[config.mk]
export PLATFORM = sky130hd
export DESIGN_NAME = sup_rst_wdog
export DESIGN_NICKNAME = d
export VERILOG_FILES = /design/src/rtl/sup_wd_pkg.sv /design/src/rtl/sup_sync2.sv /design/src/rtl/sup_start_det.sv /design/src/rtl/sup_rst_seq.sv /design/src/rtl/sup_wd_timer.sv /design/src/rtl/sup_rst_wdog.sv
export SDC_FILE = /design/constraint.sdc
export NUM_CORES = 1
export LEC_CHECK = 0
export ABC_AREA = 1
export BUFFER_PORTS_ARGS = -buffer_cell sky130_fd_sc_hd__buf_2
export CORE_AREA = 4 4 70 72
export CTS_CLUSTER_SIZE = 30
export DETAILED_ROUTE_END_ITERATION = 6
export DIE_AREA = 0 0 74 76
export PLACE_DENSITY_LB_ADDON = 0.3
export SLEW_MARGIN = 20
export SYNTH_ARGS = -nofsm -noshare
export SYNTH_HDL_FRONTEND = slang
export SYNTH_SLANG_ARGS = --single-unit
[constraint.sdc]
create_clock -name clk -period 1.15 [get_ports clk]
set_input_delay 0.23 -clock clk [delete_from_list [all_inputs] [get_ports clk]]
set_output_delay 0.23 -clock clk [all_outputs]
set_load 0.05 [all_outputs]
[src/rtl/sup_wd_pkg.sv]
// Package: shared types for the supervisor reset and watchdog block.
// Assumes: the period code is a 2-bit field decoded only by the watchdog timer.
package sup_wd_pkg;
    typedef enum logic [1:0] {
        WD_LONG  = 2'b00,
        WD_MID   = 2'b01,
        WD_SHORT = 2'b10,
        WD_OFF   = 2'b11
    } wd_code_e;
endpackage

[src/rtl/sup_sync2.sv]
// Module: two-flop synchronizer for a vector of asynchronous bus lines.
// Assumes: each bit is sampled on its own; the bits are not treated as one coherent group.
module sup_sync2 #(
    parameter int          W    = 2,
    parameter logic [W-1:0] INIT = '1
) (
    input  logic         clk,
    input  logic         rst_n,
    input  logic [W-1:0] d_in,
    output logic [W-1:0] q_out
);
    logic [W-1:0] meta;

    // Two register stages with a reset value equal to the idle bus level.
    always_ff @(posedge clk) begin
        if (!rst_n) begin
            meta  <= INIT;
            q_out <= INIT;
        end else begin
            meta  <= d_in;
            q_out <= meta;
        end
    end
endmodule

[src/rtl/sup_start_det.sv]
// Module: finds a start condition (SDA falling while SCL stays high) on synchronized lines.
// Assumes: the inputs are already synchronized to clk; gives a one-cycle kick pulse.
module sup_start_det (
    input  logic clk,
    input  logic rst_n,
    input  logic scl_s,
    input  logic sda_s,
    output logic kick
);
    logic scl_d, sda_d;

    // Keep the previous line levels so the detector can see edges.
    always_ff @(posedge clk) begin
        if (!rst_n) begin
            scl_d <= 1'b1;
            sda_d <= 1'b1;
        end else begin
            scl_d <= scl_s;
            sda_d <= sda_s;
        end
    end

    // SCL high on both samples and SDA going from high to low.
    always_comb kick = scl_d & scl_s & sda_d & ~sda_s;
endmodule

[src/rtl/sup_rst_seq.sv]
// Module: reset sequencer; holds reset while supply is bad or on a watchdog fire,
// then releases after HOLD_TICKS timebase ticks.
// Assumes: supply_ok is synchronous to clk; bite is a one-cycle request.
module sup_rst_seq #(
    parameter int HOLD_TICKS = 250
) (
    input  logic clk,
    input  logic rst_n,
    input  logic tick,
    input  logic supply_ok,
    input  logic bite,
    output logic active
);
    localparam int HW = $clog2(HOLD_TICKS + 1);
    localparam logic [HW-1:0] HOLD_LAST = HW'(HOLD_TICKS - 1);

    logic [HW-1:0] hold_cnt;

    // Restart the recovery delay on any cause, and count it down on ticks while the supply is good.
    always_ff @(posedge clk) begin
        if (!rst_n) begin
            active   <= 1'b1;
            hold_cnt <= '0;
        end else if (!supply_ok || bite) begin
            active   <= 1'b1;
            hold_cnt <= '0;
        end else if (active && tick) begin
            if (hold_cnt == HOLD_LAST) begin
                active   <= 1'b0;
                hold_cnt <= '0;
            end else begin
                hold_cnt <= hold_cnt + 1'b1;
            end
        end
    end
endmodule

[src/rtl/sup_wd_timer.sv]
// Module: watchdog counter with a code-selected period; fires a one-cycle bite on expiry.
// Assumes: hold is high while reset is active; kick and a code change both reload the count.
module sup_wd_timer
    import sup_wd_pkg::*;
#(
    parameter int LONG_TICKS  = 1400,
    parameter int MID_TICKS   = 600,
    parameter int SHORT_TICKS = 200,
    localparam int MAXP = (LONG_TICKS > MID_TICKS)
                          ? ((LONG_TICKS > SHORT_TICKS) ? LONG_TICKS : SHORT_TICKS)
                          : ((MID_TICKS > SHORT_TICKS) ? MID_TICKS : SHORT_TICKS),
    localparam int CW   = $clog2(MAXP + 1)
) (
    input  logic          clk,
    input  logic          rst_n,
    input  logic          tick,
    input  logic          hold,
    input  logic          kick,
    input  logic [1:0]    code,
    output logic          bite,
    output logic [CW-1:0] cnt
);
    wd_code_e      code_e, code_q;
    logic [CW-1:0] last;
    logic          enabled, reload;

    // Decode the period code into the last count value before expiry.
    always_comb begin
        code_e  = wd_code_e'(code);
        enabled = 1'b1;
        case (code_e)
            WD_LONG:  last = CW'(LONG_TICKS - 1);
            WD_MID:   last = CW'(MID_TICKS - 1);
            WD_SHORT: last = CW'(SHORT_TICKS - 1);
            default: begin
                last    = '0;
                enabled = 1'b0;
            end
        endcase
        reload = (code_e != code_q);
        bite   = !hold && enabled && tick && !kick && !reload && (cnt == last);
    end

    // Clear on hold, kick, code change or expiry; otherwise advance on ticks.
    always_ff @(posedge clk) begin
        if (!rst_n) begin
            cnt    <= '0;
            code_q <= WD_OFF;
        end else begin
            code_q <= code_e;
            if (hold || kick || reload || bite)
                cnt <= '0;
            else if (enabled && tick)
                cnt <= cnt + 1'b1;
        end
    end
endmodule

[src/rtl/sup_rst_wdog.sv]
// Module: top of the supervisor; combines the supply-good reset with a bus-activity watchdog.
// Assumes: tick_en is a one-cycle pulse from a slow timebase; the bus lines are asynchronous.
module sup_rst_wdog #(
    parameter int HOLD_TICKS  = 250,
    parameter int LONG_TICKS  = 1400,
    parameter int MID_TICKS   = 600,
    parameter int SHORT_TICKS = 200
) (
    input  logic       clk,
    input  logic       rst_n,
    input  logic       tick_en,
    input  logic       supply_ok,
    input  logic       bus_scl,
    input  logic       bus_sda,
    input  logic [1:0] wd_code,
    output logic       rst_out_n,
    output logic       rst_out,
    output logic       bus_abort
);
    localparam int MAXP = (LONG_TICKS > MID_TICKS)
                          ? ((LONG_TICKS > SHORT_TICKS) ? LONG_TICKS : SHORT_TICKS)
                          : ((MID_TICKS > SHORT_TICKS) ? MID_TICKS : SHORT_TICKS);
    localparam int CW = $clog2(MAXP + 1);

    logic [1:0]    bus_s;
    logic          kick, bite, rst_active;
    logic [CW-1:0] wd_cnt;

    sup_sync2 #(.W(2), .INIT(2'b11)) u_sync (
        .clk   (clk),
        .rst_n (rst_n),
        .d_in  ({bus_scl, bus_sda}),
        .q_out (bus_s)
    );

    sup_start_det u_start (
        .clk   (clk),
        .rst_n (rst_n),
        .scl_s (bus_s[1]),
        .sda_s (bus_s[0]),
        .kick  (kick)
    );

    sup_wd_timer #(
        .LONG_TICKS  (LONG_TICKS),
        .MID_TICKS   (MID_TICKS),
        .SHORT_TICKS (SHORT_TICKS)
    ) u_wd (
        .clk   (clk),
        .rst_n (rst_n),
        .tick  (tick_en),
        .hold  (rst_active),
        .kick  (kick),
        .code  (wd_code),
        .bite  (bite),
        .cnt   (wd_cnt)
    );

    sup_rst_seq #(.HOLD_TICKS(HOLD_TICKS)) u_seq (
        .clk       (clk),
        .rst_n     (rst_n),
        .tick      (tick_en),
        .supply_ok (supply_ok),
        .bite      (bite),
        .active    (rst_active)
    );

    // Drive both reset polarities and the bus abort from the one registered state.
    always_comb begin
        rst_out   = rst_active;
        rst_out_n = ~rst_active;
        bus_abort = rst_active;
    end
endmodule

# Word-level counts from Yosys, hierarchy flattened
# Index checks and enable logic that the tools add are counted.
[classes]
n_reduce_logical = 20
n_eq_ne = 5
n_addsub = 2
n_mux = 3
n_bitwise = 6
[ops]
columns = ["op", "count"]
rows = [
  ["$pmux W11 S3", 1],
  ["$add A11 B1 Y11 const B", 1],
  ["$eq A11 B11 Y1", 1],
  ["$add A8 B1 Y8 const B", 1],
  ["$eq A8 B8 Y1 const B", 1],
  ["$mux W8", 1],
  ["$logic_and A1 B1 Y1", 7],
  ["$logic_not A1 Y1", 4],
  ["$logic_or A1 B1 Y1", 4],
  ["$reduce_or A2 Y1", 2],
  ["$and A1 B1 Y1", 3],
  ["$not A1 Y1", 3],
  ["$reduce_or A3 Y1", 1],
  ["$eq A2 B1 Y1 const B", 1],
  ["$eq A2 B2 Y1 const B", 1],
  ["$logic_not A2 Y1", 1],
  ["$ne A2 B2 Y1", 1],
  ["$reduce_and A2 Y1", 1],
  ["$mux W1", 1],
]
[word_totals]
ff_bits = 28
out_inout_bits = 3
input_bits = 8

# Longest topological paths before layout
[logic_depth]
ltp_word = 10
ltp_mapped = 11
mapped_depth_nobuf = 9

# Modules after synthesis
# A second synthesis with hierarchy kept.
[unflattened]
cells_unflattened = 220
area_unflattened_um2 = 1447.6
[modules_own_cells]
columns = ["mod", "cells_each", "n_inst", "seq_area_each_um2", "area_each_um2"]
rows = [
  ["sup_wd_timer", 132, 1, 260.2, 804.5],
  ["sup_rst_seq", 65, 1, 180.2, 455.4],
  ["sup_sync2", 12, 1, 80.1, 110.1],
  ["sup_start_det", 9, 1, 40.0, 66.3],
  ["sup_rst_wdog", 2, 1, 0.0, 11.3],
]

# Worst setup path after synthesis
# No wires, ideal clock.
[synth_path]
kind = "reg2reg"
startpoint = "register u_seq.active"
endpoint = "register u_seq.hold_cnt[7]"
path_stages_with_launch = 8
period_less_slack_ns = 1.526
t_arrival_ns = 1.406
setup_time_ns = 0.120
t_required_ns = 1.030
slack_ns = -0.376
cell_sequence = "dfxtp_1 > nand2_1 > inv_2 > nand2_1 > nor3_2 > nand3_1 > nand3_1 > nor2_1"
[synth_via]
elab_chain_cells = 8
[synth_lines]
columns = ["element", "line_no", "rtl"]
rows = [
  ["start, declared", "sup_rst_seq.sv:12", "output logic active"],
  ["start signal, assigned", "sup_rst_seq.sv:22", "active <= 1'b1;"],
  ["start signal, assigned", "sup_rst_seq.sv:25", "active <= 1'b1;"],
  ["start signal, assigned", "sup_rst_seq.sv:29", "active <= 1'b0;"],
  ["$logic_not A1 Y1", "sup_wd_timer.sv:41", "bite = !hold && enabled && tick && !kick && !reload && (cnt == last);"],
  ["$logic_and A1 B1 Y1 (5 in series)", "sup_wd_timer.sv:41", ""],
  ["$logic_or A1 B1 Y1", "sup_rst_seq.sv:24", "end else if (!supply_ok || bite) begin"],
  ["$reduce_or A2 Y1 (no line)", "--", ""],
  ["end signal, assigned", "sup_rst_seq.sv:32", "hold_cnt <= hold_cnt + 1'b1;"],
  ["end, declared", "sup_rst_seq.sv:17", "logic [HW-1:0] hold_cnt;"],
]
# Parallel ways exist; a longest one is shown, timed or not.
# A chain may end at the register's enable or synchronous reset.

# Worst setup path in the final report
[layout_path]
startpoint = "register u_wd.code_q[0]"
endpoint = "register u_wd.cnt[2]"
[layout_via]
elab_chain_cells = 6
[layout_lines]
columns = ["element", "line_no", "rtl"]
rows = [
  ["start, declared", "sup_wd_timer.sv:23", "wd_code_e code_e, code_q;"],
  ["start signal, assigned", "sup_wd_timer.sv:50", "code_q <= code_e;"],
  ["$ne A2 B2 Y1 (*)", "sup_wd_timer.sv:40", "reload = (code_e != code_q);"],
  ["$logic_not A1 Y1", "sup_wd_timer.sv:41", ""],
  ["$logic_and A1 B1 Y1 (2 in series)", "sup_wd_timer.sv:41", ""],
  ["$logic_or A1 B1 Y1 (*)", "sup_wd_timer.sv:51", "if (hold || kick || reload || bite)"],
  ["$reduce_or A2 Y1 (no line) (*)", "--", ""],
  ["end signal, assigned", "sup_wd_timer.sv:54", "cnt <= cnt + 1'b1;"],
  ["end, declared", "sup_wd_timer.sv:21", "output logic [CW-1:0] cnt"],
]
# Mark *: on every way between the ends. The rest lies on a longest branch, timed or not.

==> flow_results.xml <==
<?xml version="1.0" encoding="UTF-8"?>
<metrics>
  <group name="status">
    <metric name="outcome" unit="">complete, but fails checks</metric>
    <metric name="violations" unit="">negative setup slack</metric>
  </group>
  <group name="timing">
    <metric name="timing.final.crit_share" unit="">1.101</metric>
    <metric name="timing.final.setup_violations" unit="">23</metric>
    <metric name="tightestPinTransition" unit="ns">0.2572</metric>
    <metric name="final.setup_skew" unit="ns">0.003407</metric>
    <metric name="timing.max_slew.rel_slack" unit="">0.8285</metric>
    <metric name="hold_violations" unit="">0</metric>
    <metric name="totalNegativeSetupSlack" unit="ns">-1.900</metric>
    <metric name="report.final.slew_viol_count" unit="">0</metric>
    <metric name="finalWorstPathRequiredPeriod" unit="ns">1.266</metric>
    <metric name="fmax" unit="MHz">790.1</metric>
    <metric name="grt_setup_unrepaired" unit="">true</metric>
    <metric name="setup_slack" unit="ns">-0.1156</metric>
    <metric name="hold_ws" unit="ns">0.1372</metric>
  </group>
  <group name="yosys">
    <metric name="synth-seq-cells" unit="">28</metric>
    <metric name="post_synth.cell_area_avg" unit="um^2">6.665</metric>
    <metric name="netlist_area" unit="um^2">1466</metric>
    <metric name="synth_fp_nets" unit="">231</metric>
    <metric name="synth_cell_types" unit="">24</metric>
    <metric name="post_synth_inst_count" unit="">220</metric>
    <metric name="ys.warnings.count" unit="">0</metric>
    <metric name="yosysSeqAreaShare" unit="">0.3823</metric>
  </group>
  <group name="global_routing">
    <metric name="global_route.usage.met3" unit="">0.01187</metric>
    <metric name="grt_pass1_vias" unit="">1316</metric>
    <metric name="largest_net_degree_at_the_start_of_global_routing" unit="">17</metric>
    <metric name="global_route.overflow_total" unit="">0</metric>
    <metric name="antenna_found_initial" unit="">0</metric>
    <metric name="grt_usage" unit="">0.1226</metric>
    <metric name="met2_global_route_usage" unit="">0.2057</metric>
    <metric name="global_route.peak_usage_layer" unit="">met2</metric>
    <metric name="wire_length_of_the_first_global_routing_pass" unit="um">5582</metric>
    <metric name="gr-usage-met1" unit="">0.1600</metric>
  </group>
  <group name="route">
    <metric name="antenna_left" unit="">0</metric>
    <metric name="detailedRoute.firstIterationViolations" unit="">47</metric>
    <metric name="route.final.wire_length" unit="um">3284</metric>
    <metric name="route.detailed.vias_per_inst" unit="">4.431</metric>
    <metric name="detail_route.first_pass.iterations" unit="">4</metric>
    <metric name="detail_route.drc_violations" unit="">0</metric>
    <metric name="route.vias.total" unit="">1418</metric>
    <metric name="post_drt_wl_per_cell" unit="um">10.26</metric>
  </group>
  <group name="power_and_ir_drop">
    <metric name="power.combinational.fraction" unit="">0.084</metric>
    <metric name="total_leakage_power" unit="nW">0.9980</metric>
    <metric name="net-switching-power" unit="uW">390.7</metric>
    <metric name="power_per_cell_area" unit="nW/um^2">884.2</metric>
    <metric name="internal_power" unit="mW">1.514</metric>
    <metric name="p_sw_frac" unit="">0.2051</metric>
    <metric name="power.share.clock" unit="">0.400</metric>
    <metric name="power_frac_seq" unit="">0.516</metric>
    <metric name="vdd_drop_max" unit="mV">0.4107</metric>
  </group>
  <group name="critical_path">
    <metric name="worst_endpoint_data_arrival_time" unit="ns">1.44</metric>
    <metric name="critical_path.max_fanout" unit="">6</metric>
    <metric name="critPathLaunchType" unit="">register</metric>
    <metric name="critPathKind" unit="">register to register</metric>
    <metric name="timing.critical_path.required" unit="ns">1.32</metric>
    <metric name="cp-end-kind" unit="">register</metric>
  </group>
  <group name="clock_tree">
    <metric name="ctsHtreeMaxLevel" unit="">1</metric>
    <metric name="worstSkewPairLatency" unit="ns">0.27</metric>
    <metric name="cts_tree" unit="">yes</metric>
    <metric name="cts_sinks" unit="">28</metric>
    <metric name="max-clock-path-buffers" unit="">2</metric>
    <metric name="clk_root_buffer_cell" unit="">clkbuf_8</metric>
    <metric name="cts_buffers" unit="">3</metric>
    <metric name="clkTransAtPathRegs" unit="ns">0.09</metric>
  </group>
  <group name="floorplanning">
    <metric name="fp-row-count" unit="">24</metric>
    <metric name="fp.dieArea" unit="um^2">5624</metric>
    <metric name="placeableCoreArea" unit="um^2">4294</metric>
    <metric name="initial_core_utilization" unit="">0.3415</metric>
    <metric name="die_height" unit="um">76</metric>
    <metric name="design.portCount" unit="">11</metric>
    <metric name="die_w" unit="um">74</metric>
  </group>
  <group name="placement">
    <metric name="hpwlAfterDp" unit="um">2463</metric>
    <metric name="dp.cells" unit="">315</metric>
    <metric name="place_worst_setup_slack" unit="ns">-0.2843</metric>
    <metric name="port_buffers" unit="">10</metric>
    <metric name="place.gp.congestion" unit="">0.8580</metric>
  </group>
  <group name="hold_path">
    <metric name="min-delay-path-class" unit="">input port to register</metric>
  </group>
  <group name="final_layout">
    <metric name="filler_cell_count" unit="">425</metric>
    <metric name="finish.utilization" unit="">0.5017</metric>
    <metric name="syn2layout_area_growth" unit="%">46.93</metric>
    <metric name="seqCellArea" unit="um^2">585.6</metric>
    <metric name="multi_input_area" unit="um^2">885.9</metric>
    <metric name="antenna_cells_inserted" unit="">0</metric>
    <metric name="final_cell_count_no_fill" unit="">320</metric>
    <metric name="final_layout_size_suffix_gt1_frac" unit="">0.3993</metric>
    <metric name="design.final.nets" unit="">280</metric>
  </group>
  <group name="run">
    <metric name="cap_violations" unit="">0</metric>
  </group>
</metrics>
[cell usage after synthesis]
library cell / n / area [um^2]
nand2_1: 58 / 217.7
inv_1: 38 / 142.6
nor2_1: 36 / 135.1
dfxtp_1: 28 / 560.5
nand3_1: 15 / 75.07
xor2_1: 7 / 61.31
o21ai_0: 5 / 25.02
or2_2: 5 / 31.28
nor3_1: 4 / 20.02
ha_1: 3 / 37.54
nand4_1: 3 / 18.77
a21oi_1: 2 / 10.01
buf_4: 2 / 15.01
inv_2: 2 / 7.510
nand2_4: 2 / 22.52
xnor2_1: 2 / 17.52
a21o_1: 1 / 7.510
buf_6: 1 / 11.26
mux2_2: 1 / 11.26
nand3b_1: 1 / 7.510
nor2_2: 1 / 6.260
nor3_2: 1 / 10.01
o211ai_1: 1 / 7.510
o21a_1: 1 / 7.510
[worst paths after layout]
| check | start | end | slack (ns) | depth (start not counted) |
|---|---|---|---|---|
| setup / recovery | u_wd.code_q[0] | u_wd.cnt[2] | -0.12 | 10 |
| hold reg to reg | u_sync.meta[1] | u_sync.q_out[1] | 0.42 | 1 |
| setup reg to reg | u_wd.code_q[0] | u_wd.cnt[2] | -0.12 | 10 |
| hold / removal | bus_sda | u_sync.meta[0] | 0.14 | 2 |
[area by class of cell]
cell class	instances	share of cell area
flip-flops and latches	28	0.2718
multi-input cells	149	0.4111
well taps	52	0.03020
repair buffers	47	0.1806
inverters	40	0.07317
clock buffers	3	0.01916
clock inverters	1	0.01394
[layer usage]
layer / vias up / part of all wire
met1: 644 / 0.47
met3: 2 / 0.019
met4: 0 / 0.012
met2: 15 / 0.50
li1: 757 / -
met5: - / 0
[layout by cell type, fill, tap and decap left out, types with 6 or more instances in the layout]
cell type	count
dfxtp_1	16
nor2_1	28
inv_1	32
dfxtp_2	8
buf_2	7
nand3_2	6
nand3_1	9
nand2_1	51
nor2_2	7
buf_4	31
xor2_1	7
[stage by stage]
| stage | total power, mW | instance area, um^2 |
|---|---|---|
| floorplan | 1.100 | 1569 |
| global placement | 1.158 | 1928 |
| detailed placement | 1.160 | 1928 |
| CTS | 1.926 | 2101 |
| global route | 1.979 | 2155 |
| finish | 1.905 | 2155 |
[power groups by stage]
stage	registers, mW	logic, mW	clock network, mW
2_1_floorplan	1.01	0.0916	0
3_3_place_gp	1.01	0.150	0
3_5_place_dp	1.01	0.151	0
4_1_cts	0.982	0.156	0.787
5_1_grt	0.985	0.178	0.815
6_report	0.983	0.159	0.763
[worst max-delay path, stage by stage, from the launching register on]
cell	delay, ns
dfxtp_2	0.34
inv_1	0.04
nand2_1	0.05
nand2_1	0.05
nor2_1	0.10
nand2_1	0.09
nor2_2	0.11
nand3_2	0.12
nand2_2	0.11
buf_6	0.13
nor2_1	0.04
[state kept, by name (all words and copies together), names as in the netlist]
register,count
u_start.scl_d,1
u_sync.meta,2
u_wd.code_q,2
u_seq.hold_cnt,8
u_sync.q_out,2
u_start.sda_d,1
u_seq.active,1
u_wd.cnt,11
[kinds of logic after synthesis]
| logic type | after synthesis | synth area share |
|---|---|---|
| flops | 28 | 0.3823 |
| simple gates | 126 | 0.3712 |
| xor+xnor | 9 | 0.05376 |
| buf+inv | 43 | 0.1203 |
| fa+ha+maj | 3 | 0.02560 |
| mux | 1 | 0.007679 |
| compound gates | 10 | 0.03925 |
[timing repair]
| item | CTS | global route |
|---|---|---|
| setup endpoints to repair | 23 | 23 |
| resized for setup | 32 | 18 |
| pin swaps | 15 | 8 |
| setup buffers | 1 | 0 |
| hold buffers | 0 | 0 |
Power figures use the tool's default switching activity.
